## config.mk

```make
export PLATFORM = sky130hd
export DESIGN_NAME = ppg16_top
export DESIGN_NICKNAME = d
export VERILOG_FILES = /design/src/rtl/ppg16_pkg.sv /design/src/rtl/ppg16_counter.sv /design/src/rtl/ppg16_ctrl.sv /design/src/rtl/ppg16_flag.sv /design/src/rtl/ppg16_top.sv
export SDC_FILE = /design/constraint.sdc
export NUM_CORES = 1
export LEC_CHECK = 0
export BUFFER_PORTS_ARGS = -buffer_cell sky130_fd_sc_hd__buf_2
export CORE_AREA = 2 2 76 78
export CTS_CLUSTER_DIAMETER = 30
export DETAILED_ROUTE_END_ITERATION = 10
export DIE_AREA = 0 0 78 80
export GPL_TIMING_DRIVEN = 0
export PLACE_DENSITY = 0.8
export SLEW_MARGIN = 20
export SYNTH_ARGS = -nofsm -noshare
export SYNTH_HDL_FRONTEND = slang
export SYNTH_SLANG_ARGS = --single-unit
```

## constraint.sdc

```tcl
create_clock -name clk -period 2.8 [get_ports clk]
set_input_delay 0.56 -clock clk [delete_from_list [all_inputs] [get_ports clk]]
set_output_delay 0.56 -clock clk [all_outputs]
set_load 0.05 [all_outputs]
```

## src/rtl/ppg16_pkg.sv

```systemverilog
package ppg16_pkg;
    typedef enum logic [1:0] {
        ST_STOP   = 2'd0,
        ST_RUN    = 2'd1,
        ST_SETTLE = 2'd2
    } ppg_state_e;
endpackage

```

## src/rtl/ppg16_counter.sv

```systemverilog
module ppg16_counter #(
    parameter int CNT_W = 16
) (
    input  logic             clk,
    input  logic             rst_n,
    input  logic             clr,
    input  logic             adv,
    input  logic [CNT_W-1:0] limit,
    output logic [CNT_W-1:0] cnt,
    output logic             wrap
);
    // wrap marks the enabled count clock on which the counter meets its limit
    assign wrap = adv && (cnt == limit);

    always_ff @(posedge clk or negedge rst_n) begin
        if (!rst_n) begin
            cnt <= '0;
        end else if (clr) begin
            cnt <= '0;
        end else if (adv) begin
            cnt <= wrap ? '0 : cnt + CNT_W'(1);
        end
    end
endmodule

```

## src/rtl/ppg16_ctrl.sv

```systemverilog
module ppg16_ctrl
    import ppg16_pkg::*;
(
    input  logic       clk,
    input  logic       rst_n,
    input  logic       run,
    input  logic       tick,
    input  logic       duty_we,
    input  logic       duty_hit,
    input  logic       wrap,
    input  logic       inv_en,
    output ppg_state_e state_q,
    output logic       pulse_q,
    output logic       hit_evt
);
    ppg_state_e state_d;

    // a duty match counts only in ST_RUN, on an enabled clock, outside a rewrite
    assign hit_evt = run && tick && (state_q == ST_RUN) && !duty_we && duty_hit;

    always_comb begin
        state_d = state_q;
        unique case (state_q)
            ST_STOP:   if (run) state_d = ST_RUN;
            ST_RUN: begin
                if (!run)         state_d = ST_STOP;
                else if (duty_we) state_d = ST_SETTLE;
            end
            ST_SETTLE: begin
                if (!run)                 state_d = ST_STOP;
                else if (tick && !duty_we) state_d = ST_RUN;
            end
            default:   state_d = ST_STOP;
        endcase
    end

    always_ff @(posedge clk or negedge rst_n) begin
        if (!rst_n) state_q <= ST_STOP;
        else        state_q <= state_d;
    end

    always_ff @(posedge clk or negedge rst_n) begin
        if (!rst_n) begin
            pulse_q <= 1'b0;
        end else begin
            unique case (state_q)
                ST_STOP: pulse_q <= run;
                ST_RUN, ST_SETTLE: begin
                    if (!run)                   pulse_q <= 1'b0;
                    else if (wrap)              pulse_q <= 1'b1;
                    else if (hit_evt && inv_en) pulse_q <= ~pulse_q;
                end
                default: pulse_q <= 1'b0;
            endcase
        end
    end
endmodule

```

## src/rtl/ppg16_flag.sv

```systemverilog
module ppg16_flag (
    input  logic clk,
    input  logic rst_n,
    input  logic set,
    input  logic clr,
    input  logic mask,
    output logic flag,
    output logic irq
);
    always_ff @(posedge clk or negedge rst_n) begin
        if (!rst_n) flag <= 1'b0;
        else        flag <= set | (flag & ~clr);
    end

    assign irq = flag & ~mask;
endmodule

```

## src/rtl/ppg16_top.sv

```systemverilog
module ppg16_top
    import ppg16_pkg::*;
#(
    parameter int CNT_W = 16
) (
    input  logic             clk,
    input  logic             rst_n,
    input  logic             tick_en,
    input  logic             run,
    input  logic             period_we,
    input  logic [CNT_W-1:0] period_wdata,
    input  logic             duty_we,
    input  logic [CNT_W-1:0] duty_wdata,
    input  logic             inv_en,
    input  logic             flag_clr,
    input  logic             irq_mask,
    output logic             pulse_out,
    output logic             irq_flag,
    output logic             irq_out,
    output logic             cfg_err
);
    logic [CNT_W-1:0] period_q;
    logic [CNT_W-1:0] duty_q;
    logic [CNT_W-1:0] cnt_q;
    logic             wrap;
    logic             hit_evt;
    logic             cnt_adv;
    ppg_state_e       state_q;

    always_ff @(posedge clk or negedge rst_n) begin
        if (!rst_n) begin
            period_q <= '1;
            duty_q   <= '0;
        end else begin
            if (period_we) period_q <= period_wdata;
            if (duty_we)   duty_q   <= duty_wdata;
        end
    end

    assign cfg_err = !(duty_q < period_q);
    assign cnt_adv = tick_en && run && (state_q != ST_STOP);

    ppg16_counter #(.CNT_W(CNT_W)) u_cnt (
        .clk   (clk),
        .rst_n (rst_n),
        .clr   (!run),
        .adv   (cnt_adv),
        .limit (period_q),
        .cnt   (cnt_q),
        .wrap  (wrap)
    );

    ppg16_ctrl u_ctrl (
        .clk      (clk),
        .rst_n    (rst_n),
        .run      (run),
        .tick     (tick_en),
        .duty_we  (duty_we),
        .duty_hit (cnt_q == duty_q),
        .wrap     (wrap),
        .inv_en   (inv_en),
        .state_q  (state_q),
        .pulse_q  (pulse_out),
        .hit_evt  (hit_evt)
    );

    ppg16_flag u_flag (
        .clk   (clk),
        .rst_n (rst_n),
        .set   (hit_evt),
        .clr   (flag_clr),
        .mask  (irq_mask),
        .flag  (irq_flag),
        .irq   (irq_out)
    );
endmodule

```

# == After elaboration in Yosys (flattened, before gate mapping) ==
# Cells that the tools add are included.
# word_totals
input_bits,41
regBits,52
wordCells,50
# op_classes
muxes,13
n_lt_le_gt_ge,1
reduce_logical,14
n_eq_ne,9
bitwise,6
add_sub_neg,1
# ops
operator,n
2-to-1 mux 16 bit,3
== test 16 bit,2
"adder 16 x 1 -> 16 bit, second input constant",1
less-than comparator 16 bit,1
2-to-1 mux 2 bit,5
logical AND 1 bit,8
case mux 2 bit (3 select lines),1
"!= test 4 x 3 -> 1 bit, second input constant",1
2-to-1 mux 1 bit,3
"!= test 3 x 2 -> 1 bit, second input constant",1
"!= test 3 bit, second input constant",1
inverter 1 bit,3
AND reduction 3 bit,1
AND 1 bit,2
"== test 2 x 1 -> 1 bit, second input constant",1
"== test 2 bit, second input constant",1
logical NOT 1 bit,2
logical NOT 2 bit,1
"!= test 2 x 1 -> 1 bit, second input constant",1
"!= test 2 bit, second input constant",1
case mux 1 bit (2 select lines),1
nonzero test 2 bit,1
OR reduction 2 bit,1
OR 1 bit,1

# == Longest topological paths before layout ==
# depth
word_depth,9
ltp_mapped,8
depth_no_buf,8

# == Modules after synthesis ==
# Synthesis repeated with hierarchy kept, for this count alone.
# unflattened
hier_cells,314
area_unflattened_um2,3143.0
# modules_own_cells
module,cells_per_inst,area_per_inst_um2,seq_area_each_um2,n_inst
ppg16_top,159,1740.4,820.8,1
ppg16_counter,123,1099.8,400.4,1
ppg16_ctrl,28,260.2,75.1,1
ppg16_flag,4,42.5,25.0,1

# == Least setup slack after synthesis ==
# OpenSTA, ideal clock, no wires.
# synth_path
path_kind,flip-flop to output port
from,reg period_q[9]
to,out cfg_err
n_path_buf,0
setup_slack_ns,0.001
arrival_ns,2.239
path_stages_with_launch,9
cell_sequence,dfstp_2 inv_1 ha_1 a21o_1 a21o_1 a21oi_1 nor2_1 a2111oi_0 o221ai_1
# synth_via
elab_chain_len,2
# synth_lines
item,line_no,rtl
start: declaration,ppg16_top.sv:22,logic [CNT_W-1:0] period_q;
start signal: assignment,ppg16_top.sv:35,if (period_we) period_q <= period_wdata;
less-than comparator 16 bit,ppg16_top.sv:40,assign cfg_err = !(duty_q < period_q);
logical NOT 1 bit,ppg16_top.sv:40,
end: declaration,ppg16_top.sv:20,output logic cfg_err
# No other way between the ends.

# == Final worst setup path ==
# Ends and elaborated chain as after synthesis.

==> summary.txt <==
All-Layer GR Usage -> 0.2189
horizontal die dimension -> 78 um
RePlAce Congestion -> 0.8428
list of cells traversed by the critical path -> inv_2 > ha_4 > a21o_1 > a21o_1 > a21oi_2 > nor2_1 > a2111oi_2 > o221ai_2 > buf_6
Yosys warnings -> 0
CTS buffer count -> 5
category of the most critical setup path -> register to primary output
CP dominant cell by count -> sky130_fd_sc_hd__a21o_1
TritonCTS clock tree -> done
Worst-Margin Slew -> 0.6675 ns
Hold Slack -> 0.2823 ns
DRC -> 0
worst voltage drop across the vdd grid -> 0.3326 mV
remaining global-route overflow -> 0
most instantiated flip-flop cell in the synthesis netlist -> sky130_fd_sc_hd__dfrtp_1
largest stage delay on the critical path -> 0.55 ns
power consumption -> 1.860 mW
Finish-stage setup viols -> 1
critical path data arrival time -> 2.25 ns
sequential area share after synthesis -> 0.4391
Final ANT Viol Nets -> 0
buffer cell driving the clock tree root -> sky130_fd_sc_hd__clkbuf_8
number of iterations in the first detailed-routing pass -> 4
total clock sinks -> 52
count of mapped cells out of synthesis -> 297
Hold Violations, Final -> 0
nature of the critical path startpoint -> register
total buffers and inverters traversed by the critical path -> 2
top area cells in the synthesized netlist -> sky130_fd_sc_hd__dfrtp_1 (30%), sky130_fd_sc_hd__dfstp_2 (14%), sky130_fd_sc_hd__ha_1 (8.3%)
detailed router's first-iteration violation count -> 157
Initial Util -> 0.5567
crit-path max FO -> 2
number of antenna repair diodes -> 0
count of standard-cell rows -> 27
areal power density over the cells -> 533.8 nW/um^2
Avg Vias per Cell -> 5.361
P_leak -> 1.622 nW
largest net degree at the start of global routing -> 53
Clock transition at path regs -> 0.09 ns
post-route design area -> 3485 um^2
RSZ-0062 raised after global routing -> yes
headroom to the max-slew limit -> 0.5550
area inside the core boundary -> 5405 um^2
post-synth top area cell -> sky130_fd_sc_hd__dfrtp_1
final critical path time including I/O delays and setup -> 2.813 ns
number of synthesized register bits -> 52
proportion of synthesized flip-flops having asynchronous set or reset -> 1.000
count of flip-flops with a built-in enable after synthesis -> 0
top achievable clock speed -> 355.5 MHz
maximum count of clock buffers along a single path -> 2
Unique masters post-synth -> 38
run status -> finished, violations left
insertion delay of the later-clocked pin in the worst-skew pair -> 0.30 ns
synthesized area -> 3009 um^2
final total negative setup slack -> -0.01312 ns
setup slack of the critical path after layout -> -0.01312 ns
Syn Nets -> 358
portion of the clock cycle consumed by the worst path in the final layout -> 1.005
Final Net Count -> 412
Tightest Hold Check Type -> input port to asynchronous set/reset pin
maximum capacitance violations -> 0
cell area after placement -> 3317 um^2
area share of the largest cell type after synthesis -> 0.2994
total wire length -> 6157 um
pins over their slew limit -> 0
cell with the most instances after synthesis -> sky130_fd_sc_hd__dfrtp_1
violations in the final reports -> setup timing
Required @ worst endpoint -> 2.24 ns
height of the die -> 80 um
Setup WS pre-CTS -> -0.01825 ns
clock skew -> 0.004231 ns
number of global-route vias before repair -> 2,291
first-pass GRT wire length -> 10,710 um
share of layout cells above drive strength 1 -> 0.3040
PortBufs -> 43
detailed-route via count -> 2,273
wire length per cell after detailed routing -> 14.52 um
cell class contributing the biggest share of worst-path delay -> compound AO/OA/AOI/OAI gates
depth of the CTS H-tree -> 2
average footprint of a synthesized cell -> 10.13 um^2
Layout Area Growth over Synthesis -> 15.80%
number of placed I/O pins -> 45
Detailed Place HPWL -> 4600 um
area of the die -> 6240 um^2
Critical-path top delay cell -> sky130_fd_sc_hd__dfstp_2
type of destination of the critical path -> primary output
number of antenna violations at the first check in global routing -> 0
most frequent cells after synthesis -> sky130_fd_sc_hd__dfrtp_1 (36), sky130_fd_sc_hd__nand2_1 (29), sky130_fd_sc_hd__xor2_1 (24)
## logic make-up after synthesis
group                    after synthesis  synth area share
XOR/XNOR                              46            0.1389
AO/OA/AOI/OAI                         39           0.08150
buffers and inverters                 35           0.05197
multiplexers                          18           0.06736
flip-flops                            52            0.4391
adder cells (fa/ha/maj)               20           0.08316
AND/OR/NAND/NOR                       87            0.1380
## power by group
group	internal (mW)	switching (mW)	total, mW
Combinational	0.236	0.273	0.510
Clock	0.202	0.239	0.441
Sequential	0.837	0.0723	0.909
## placed cells by master, fill, tap and decap left out, types with 4 or more instances in the layout
master                     instances
sky130_fd_sc_hd__clkbuf_8          6
sky130_fd_sc_hd__nor2_1           22
sky130_fd_sc_hd__nand3_1           7
sky130_fd_sc_hd__nand2b_1          4
sky130_fd_sc_hd__xor2_1           24
sky130_fd_sc_hd__o21ai_0          18
sky130_fd_sc_hd__clkbuf_1          6
sky130_fd_sc_hd__nand4_1           9
sky130_fd_sc_hd__xnor2_1          20
sky130_fd_sc_hd__mux2_2           17
sky130_fd_sc_hd__buf_2            45
sky130_fd_sc_hd__dfrtp_1          36
sky130_fd_sc_hd__nand2_1          29
sky130_fd_sc_hd__buf_4             6
sky130_fd_sc_hd__a21oi_1           5
sky130_fd_sc_hd__inv_1            22
sky130_fd_sc_hd__ha_1             18
sky130_fd_sc_hd__dfstp_2          16
## per-layer routing
layer  up-vias  track usage  share of wire
met2        61       0.3578           0.48
met5         -            0              0
li1       1115            -              -
met3        13      0.03733          0.049
met4         0      0.07895          0.021
met1      1084       0.2947           0.45
## through the flow
| stage | utilization | cells |
|---|---|---|
| 2_1_floorplan | - | 297 |
| 4_1_cts | 0.6389 | 422 |
| 3_3_place_gp | 0.6132 | 412 |
| 3_5_place_dp | 0.6137 | 412 |
| 6_report | 0.6447 | 424 |
| 5_1_grt | 0.6447 | 424 |
## area by class of cell
class | instances | area [um^2]
inverters | 23 | 86.33
fillers | 440 | 1921
clock buffers | 8 | 90.09
flip-flops and latches | 52 | 1321
repair buffers | 47 | 254.0
plain buffers | 12 | 70.07
well taps | 72 | 90.09
multi-input cells | 210 | 1573
## registers in the layout, indices dropped and copies added, names as in the netlist
signal / flops
duty_q: 16
period_q: 16
u_cnt.cnt: 16
u_ctrl.pulse_q: 1
u_ctrl.state_q: 2
u_flag.flag: 1
## worst paths after layout
check / start / end / slack (ns) / depth (start not counted)
min reg2reg: u_ctrl.pulse_q / u_ctrl.pulse_q / 0.52 / 1
max in group asynchronous: rst_n / u_cnt.cnt[4] / 2.07 / 1
max reg2reg: period_q[9] / u_cnt.cnt[10] / 0.72 / 9
min in group clk: flag_clr / u_flag.flag / 0.44 / 2
max: period_q[9] / cfg_err / -0.01 / 9
min: rst_n / u_ctrl.state_q[1] / 0.28 / 1
## what timing repair did
action | CTS | global route
setup buffers | 2 | 2
hold buffers | 0 | 0
pin swaps | 7 | 3
setup endpoints to repair | 1 | 1
gates resized for setup | 8 | 4
cloned | 0 | 0
(Power assumes the default switching activity.)
